==> src/rtl/mdio_pkg.sv <==
`timescale 1ns/1ps
package mdio_pkg;
  localparam int unsigned PRE_BITS   = 32;
  localparam int unsigned FRAME_W    = 32;
  localparam int unsigned DATA_W     = 16;
  localparam int unsigned TOTAL_BITS = PRE_BITS + FRAME_W;
  localparam int unsigned BIT_W      = $clog2(TOTAL_BITS);
  localparam logic [BIT_W-1:0] IDX_TA2  = BIT_W'(TOTAL_BITS - DATA_W - 1);
  localparam logic [BIT_W-1:0] IDX_DATA = BIT_W'(TOTAL_BITS - DATA_W);
  localparam logic [BIT_W-1:0] IDX_LAST = BIT_W'(TOTAL_BITS - 1);
  localparam int unsigned OP_HI = 29;
  localparam int unsigned OP_LO = 28;
  localparam logic [1:0] OP_READ = 2'b10;

  typedef enum logic [1:0] {
    REG_FRAME = 2'd0,
    REG_SPEED = 2'd1,
    REG_EVCLR = 2'd2,
    REG_IRQEN = 2'd3
  } reg_sel_e;
endpackage

==> src/rtl/mdio_clk_div.sv <==
`timescale 1ns/1ps
module mdio_clk_div #(
  parameter int unsigned CNT_W = 6
) (
  input  logic             clk_i,
  input  logic             rst_ni,
  input  logic             en_i,
  input  logic [CNT_W-1:0] half_i,
  output logic             mdc_o,
  output logic             rise_o,
  output logic             fall_o
);
  logic [CNT_W-1:0] cnt_q;
  logic             mdc_q;
  logic             wrap;

  assign wrap   = en_i && (cnt_q == half_i - 1'b1);
  assign rise_o = wrap && !mdc_q;
  assign fall_o = wrap && mdc_q;
  assign mdc_o  = mdc_q;

  always_ff @(posedge clk_i or negedge rst_ni) begin
    if (!rst_ni) begin
      cnt_q <= '0;
      mdc_q <= 1'b0;
    end else if (!en_i) begin
      cnt_q <= '0;
      mdc_q <= 1'b0;
    end else if (wrap) begin
      cnt_q <= '0;
      mdc_q <= ~mdc_q;
    end else begin
      cnt_q <= cnt_q + 1'b1;
    end
  end

  // high phase always ends in a falling toggle, never two rises in a row
  a_r3_alt_edges: assert property (@(posedge clk_i) disable iff (!rst_ni)
    rise_o |=> mdc_q);
endmodule

==> src/rtl/mdio_frame_shift.sv <==
`timescale 1ns/1ps
module mdio_frame_shift
  import mdio_pkg::*;
(
  input  logic               clk_i,
  input  logic               rst_ni,
  input  logic               start_i,
  input  logic [FRAME_W-1:0] frame_i,
  input  logic               rise_i,
  input  logic               fall_i,
  input  logic               mdio_i,
  output logic               busy_o,
  output logic               done_o,
  output logic               rd_o,
  output logic               mdio_o,
  output logic               mdio_oe_o,
  output logic [DATA_W-1:0]  rx_o
);
  logic [TOTAL_BITS-1:0] sh_q;
  logic [BIT_W-1:0]      bit_q;
  logic [DATA_W-1:0]     rx_q;
  logic                  busy_q, rd_q;

  assign done_o    = busy_q && fall_i && (bit_q == IDX_LAST);
  assign mdio_o    = sh_q[TOTAL_BITS-1];
  assign mdio_oe_o = busy_q && !(rd_q && (bit_q >= IDX_TA2));
  assign busy_o    = busy_q;
  assign rd_o      = rd_q;
  assign rx_o      = rx_q;

  always_ff @(posedge clk_i or negedge rst_ni) begin
    if (!rst_ni) begin
      sh_q   <= '0;
      bit_q  <= '0;
      rx_q   <= '0;
      busy_q <= 1'b0;
      rd_q   <= 1'b0;
    end else if (start_i && !busy_q) begin
      sh_q   <= {{PRE_BITS{1'b1}}, frame_i};
      bit_q  <= '0;
      rx_q   <= '0;
      busy_q <= 1'b1;
      rd_q   <= (frame_i[OP_HI:OP_LO] == OP_READ);
    end else if (busy_q) begin
      if (rise_i && rd_q && (bit_q >= IDX_DATA))
        rx_q <= {rx_q[DATA_W-2:0], mdio_i};
      if (fall_i) begin
        if (bit_q == IDX_LAST) begin
          busy_q <= 1'b0;
        end else begin
          bit_q <= bit_q + 1'b1;
          sh_q  <= {sh_q[TOTAL_BITS-2:0], 1'b0};
        end
      end
    end
  end

  // a frame ends only after the counter walked through every serial bit
  a_r2_done_last: assert property (@(posedge clk_i) disable iff (!rst_ni)
    $fell(busy_q) |-> $past(bit_q) == IDX_LAST);
endmodule

==> src/rtl/mdio_master.sv <==
`timescale 1ns/1ps
module mdio_master
  import mdio_pkg::*;
#(
  parameter int unsigned SPD_W = 6
) (
  input  logic        clk_i,
  input  logic        rst_ni,
  input  logic        reg_we_i,
  input  logic [1:0]  reg_addr_i,
  input  logic [31:0] reg_wdata_i,
  output logic [31:0] frame_o,
  output logic        event_o,
  output logic        irq_o,
  output logic        mdc_o,
  output logic        mdio_o,
  output logic        mdio_oe_o,
  input  logic        mdio_i
);
  logic [FRAME_W-1:0] frame_q;
  logic [SPD_W-1:0]   spd_q, spd_lat_q;
  logic               evt_q, irq_en_q;
  logic               busy, done, rd, rise, fall, start;
  logic [DATA_W-1:0]  rx;
  reg_sel_e           sel;

  assign sel   = reg_sel_e'(reg_addr_i);
  assign start = reg_we_i && (sel == REG_FRAME) && !busy && (spd_q != '0);

  always_ff @(posedge clk_i or negedge rst_ni) begin
    if (!rst_ni) begin
      frame_q   <= '0;
      spd_q     <= '0;
      spd_lat_q <= '0;
      evt_q     <= 1'b0;
      irq_en_q  <= 1'b0;
    end else begin
      if (start) begin
        frame_q   <= reg_wdata_i;
        spd_lat_q <= spd_q;
      end else if (done && rd) begin
        frame_q[DATA_W-1:0] <= rx;
      end
      if (reg_we_i && sel == REG_SPEED) spd_q <= reg_wdata_i[SPD_W-1:0];
      if (reg_we_i && sel == REG_IRQEN) irq_en_q <= reg_wdata_i[0];
      if (done)                                          evt_q <= 1'b1;
      else if (reg_we_i && sel == REG_EVCLR && reg_wdata_i[0]) evt_q <= 1'b0;
    end
  end

  mdio_clk_div #(.CNT_W(SPD_W)) u_div (
    .clk_i  (clk_i),
    .rst_ni (rst_ni),
    .en_i   (busy),
    .half_i (spd_lat_q),
    .mdc_o  (mdc_o),
    .rise_o (rise),
    .fall_o (fall)
  );

  mdio_frame_shift u_shift (
    .clk_i     (clk_i),
    .rst_ni    (rst_ni),
    .start_i   (start),
    .frame_i   (reg_wdata_i),
    .rise_i    (rise),
    .fall_i    (fall),
    .mdio_i    (mdio_i),
    .busy_o    (busy),
    .done_o    (done),
    .rd_o      (rd),
    .mdio_o    (mdio_o),
    .mdio_oe_o (mdio_oe_o),
    .rx_o      (rx)
  );

  assign frame_o = frame_q;
  assign event_o = evt_q;
  assign irq_o   = evt_q && irq_en_q;

  a_r3_idle_low: assert property (@(posedge clk_i) disable iff (!rst_ni)
    !busy |-> !mdc_o);
  a_r3_hold_on_rise: assert property (@(posedge clk_i) disable iff (!rst_ni)
    (mdc_o && $past(mdc_o)) |-> $stable(mdio_o));
  a_r6_event_from_frame: assert property (@(posedge clk_i) disable iff (!rst_ni)
    $rose(evt_q) |-> $past(busy));
  a_r9_frame_hold: assert property (@(posedge clk_i) disable iff (!rst_ni)
    (busy && $past(busy)) |-> $stable(frame_q));
  a_r8_zero_speed: assert property (@(posedge clk_i) disable iff (!rst_ni)
    (!busy && spd_q == '0) |=> !busy);
endmodule

==> config.mk <==
export PLATFORM = sky130hd
export DESIGN_NAME = mdio_master
export DESIGN_NICKNAME = d
export VERILOG_FILES = /design/src/rtl/mdio_pkg.sv /design/src/rtl/mdio_clk_div.sv /design/src/rtl/mdio_frame_shift.sv /design/src/rtl/mdio_master.sv
export SDC_FILE = /design/constraint.sdc
export NUM_CORES = 1
export LEC_CHECK = 0
export ABC_CLOCK_PERIOD_IN_PS = 3000
export BUFFER_PORTS_ARGS = -buffer_cell sky130_fd_sc_hd__clkbuf_2
export CAP_MARGIN = 30
export CORE_UTILIZATION = 58
export DETAILED_ROUTE_END_ITERATION = 10
export PLACE_DENSITY = 0.79
export SETUP_SLACK_MARGIN = 0.1
export SLEW_MARGIN = 20
export SYNTH_ARGS = -nofsm -noshare
export SYNTH_HDL_FRONTEND = slang
export SYNTH_SLANG_ARGS = --single-unit
==> constraint.sdc <==
create_clock -name clk_i -period 3 [get_ports clk_i]
set_input_delay 0 -clock clk_i [delete_from_list [all_inputs] [get_ports clk_i]]
set_output_delay 0 -clock clk_i [all_outputs]
set_load 0.03 [all_outputs]
==> results.rst <==
.. list-table::
   :header-rows: 1

   * - Metric
     - Value
   * - Worst EP arrival
     - 3.21 ns
   * - Overall track demand over capacity in global routing
     - 28.47%
   * - Final hold slack
     - 0.1137 ns
   * - Post-route cell area
     - 8051 um^2
   * - Power density over the cells
     - around 830 nW/um^2
   * - Post-synthesis net count
     - 659
   * - Longest Clk Path Bufs
     - 2
   * - Summed instance area of the synthesized netlist
     - 6472 um^2
   * - Area share of the largest cell type after synthesis
     - 54.51%
   * - Final number of hold-violating endpoints
     - 0
   * - Largest net degree at the start of global routing
     - 92
   * - CTS clock-pin slew for the worst setup and hold paths
     - 0.06 ns
   * - Total chip power
     - 6.713 mW
   * - Clock tree root buffer cell
     - sky130_fd_sc_hd__clkbuf_8
   * - Worst Setup Start Kind
     - flip-flop
   * - Synth Area per Inst
     - 10.47 um^2
   * - Fraction of final layout cells with drive strength greater than 1
     - roughly 20%
   * - Commonest non-fill, non-tap cell in the layout
     - sky130_fd_sc_hd__dfrtp_1
   * - Number of max-slew violations in the final report
     - 0
   * - Final setup slack of the worst path
     - 0.2010 ns
   * - Biggest fanout along the worst timing path
     - 21
   * - CTS HTree Levels
     - 4
   * - Vias/cell
     - slightly above 6
   * - Startpoint of the most critical setup path
     - spd_lat_q[0]$_DFFE_PN0P_
   * - Setup Buffers After CTS
     - 0
   * - RD Place Congestion
     - 0.8537
   * - Aggregate negative setup slack
     - 0 ns
   * - Total wire length after detailed routing
     - ~15 mm
   * - Category of the worst setup path capture point
     - flip-flop
   * - Total I/O pin count
     - 75
   * - Period Utilization, post-route
     - 93.30%
   * - Outcome
     - finished, final reports clean
   * - Worst Path Required
     - 3.42 ns
   * - Remaining routing DRC violations
     - 0
   * - Clock latency at the later pin of the worst-skew pair
     - 0.52 ns
   * - Max-Slew Margin vs Limit
     - 45.71%
   * - Total buffers and inverters traversed by the critical path
     - 1
   * - HPWL Detailed
     - 9.305 mm
   * - Synth Register Bits
     - 141
   * - Total via count after detailed routing
     - 5307
   * - Die Footprint
     - 11590 um^2
   * - Synthesis-to-layout area growth
     - 24.40%
   * - Final worst path period need
     - 2.799 ns
   * - Highest clock frequency the design can meet
     - 0.3573 GHz
   * - Gr ovfl total
     - 0
   * - Class of the tightest hold or removal check
     - in2async
   * - Number of buffers created by CTS
     - 17
   * - Placement row count
     - 38
   * - Delay-heaviest family, CP
     - simple AND/OR/NAND/NOR gates
   * - Clock sinks
     - 141
   * - Number of buffers inserted by port buffering
     - between 70 and 80
   * - Master of the slowest instance on the critical path
     - sky130_fd_sc_hd__or4_1
   * - Number of global-route vias before repair
     - around 5000
   * - Maximum Capacitance Violations
     - 0
   * - Top cell type by total area after synthesis
     - sky130_fd_sc_hd__dfrtp_1
   * - RSZ-0062 raised after global routing
     - false
   * - Number of distinct library cells after synthesis
     - 46
   * - Post-layout instance count excluding filler cells
     - 876
   * - Post-Synthesis Cells
     - 618
   * - Count of endpoints failing setup in the final report
     - 0
   * - Worst-margin pin slew
     - 0.8143 ns
   * - Number of cells on the worst reg-to-reg path
     - 6
   * - Number of nets with antenna violations after detailed routing
     - 0
   * - Startpoint-to-endpoint class of the critical path
     - reg2reg
   * - Antenna violations before repair
     - 0
   * - Die Ht
     - 107.6 um
   * - Initial drt markers
     - 425
   * - Setup slack at placement
     - about 0.13 ns
   * - Startpoint of the most critical register-to-register path
     - spd_lat_q[0]$_DFFE_PN0P_
   * - Cell total after placement
     - between 800 and 900
   * - N_diodes
     - 0
   * - Layout Nets
     - 764
   * - Dominant cells by area after synthesis
     - sky130_fd_sc_hd__dfrtp_1 (55%), sky130_fd_sc_hd__mux2i_1 (7.6%), sky130_fd_sc_hd__nand2_1 (5.3%)
   * - Number of logic stages on the critical path including buffering
     - 6
   * - Most frequent cells in the layout
     - sky130_fd_sc_hd__dfrtp_1 (141), sky130_fd_sc_hd__nand2_1 (91), sky130_fd_sc_hd__nor2_1 (77)
   * - CTS tree
     - built
   * - Share of synthesized area occupied by flip-flops and latches
     - 54.51%
   * - Horizontal extent of the die
     - 107.6 um
   * - Critical Path, Cell by Cell
     - or4_1 > or3_4 > a211o_4 > nor4_4 > buf_6 > mux2i_1
   * - Leakage power
     - 3.632 nW
   * - Stage delay of the slowest cell on the critical path
     - between 0.5 and 0.6 ns
   * - Worst clock skew
     - 0.006056 ns
   * - Cell area reported after detailed placement
     - 7047 um^2
   * - First-pass GRT wire length
     - 25.47 mm
   * - DR pass1 iterations
     - 6
   * - Number of synthesis warnings
     - 0
   * - CORE AREA
     - 10840 um^2
   * - Initial core utilization
     - between 50% and 60%
   * - Final core utilization
     - 74.27%
   * - Average wire per standard cell
     - approximately 18 um
   * - Peak supply drop
     - 0.3890 mV
==> sequential cells by signal (all words and copies together) (netlist names), 6 cells and up <==
signal,cells
u_shift.rx_o,16
u_div.cnt_q,6
frame_o,32
spd_q,6
u_shift.bit_q,6
u_shift.sh_q,64
spd_lat_q,6
==> path summary, 6_finish.rpt <==
check / endpoint / slack, ns
min in group clk_i: frame_o[30]$_DFFE_PN0P_ / 0.23
worst min register to register: frame_o[20]$_DFFE_PN0P_ / 0.48
max in group asynchronous: u_shift.rx_o[2]$_DFFE_PN0P_ / 2.11
worst max register to register: u_shift.rx_o[4]$_DFFE_PN0P_ / 0.20
worst min-delay path: u_div.cnt_q[3]$_DFF_PN0_ / 0.11
worst max-delay path: u_shift.rx_o[4]$_DFFE_PN0P_ / 0.20
==> logic make-up after synthesis <==
group	Yosys count	synth area share [%]
and+or+nand+nor	222	15.54
DFF	141	54.51
AOI/OAI and AO/OA	134	15.93
muxes	56	8.796
buffers and inverters	52	3.286
xor gates and xnor gates	10	1.353
adders and majority gates	3	0.5800
==> layout make-up <==
cell class                 count  area, um^2
sequential                   141        3528
fill                         727        2789
multi-input combinational    425        2780
timing repair buffer         134       953.4
clock buffer                  20       435.4
tap                          140       175.2
clock inverter                12       163.9
inverter                       4       15.01
==> what timing repair did <==
action / in CTS / in global routing
hold buffers: 39 / 0
setup endpoints to repair: 0 / 17
endpoints found under the hold margin: 165 / 0
gates resized for setup: 0 / 2
==> synth_stat cells, drive strengths merged <==
library cell and n:
a2111oi 1, a211o 1, a211oi 1, a21boi 1
a21oi 28, a221o 16, a22o 1, a311oi 1
a31o 5, a31oi 10, a41oi 28, and2 19
and3 2, and3b 1, buf 13, clkbuf 35
dfrtp 141, ha 3, inv 4, mux2 7
mux2i 49, nand2 91, nand3 6, nand3b 2
nand4 7, nand4b 1, nor2 78, nor2b 3
nor3 4, nor4 3, o211ai 1, o21ai 8
o31ai 31, o41ai 1, or3 3, or4 1
or4b 1, xnor2 6, xor2 4
==> per-layer routing <==
layer  routed length, um  share of wire [%]  track usage, %
met5                   0                  0               0
met4                 172                1.1           8.513
met3                 768                5.0           5.630
met2                7709                 50           46.38
met1                6804                 44           38.70
==> where the power goes <==
part           total, mW  leakage, nW  internal [mW]  switching, mW
clock network       2.10        0.278           1.30          0.808
registers           2.68         1.83           2.38          0.299
logic               1.93         1.52          0.701           1.23
total               6.71         3.63           4.38           2.33
Power figures use the tool's default switching activity.
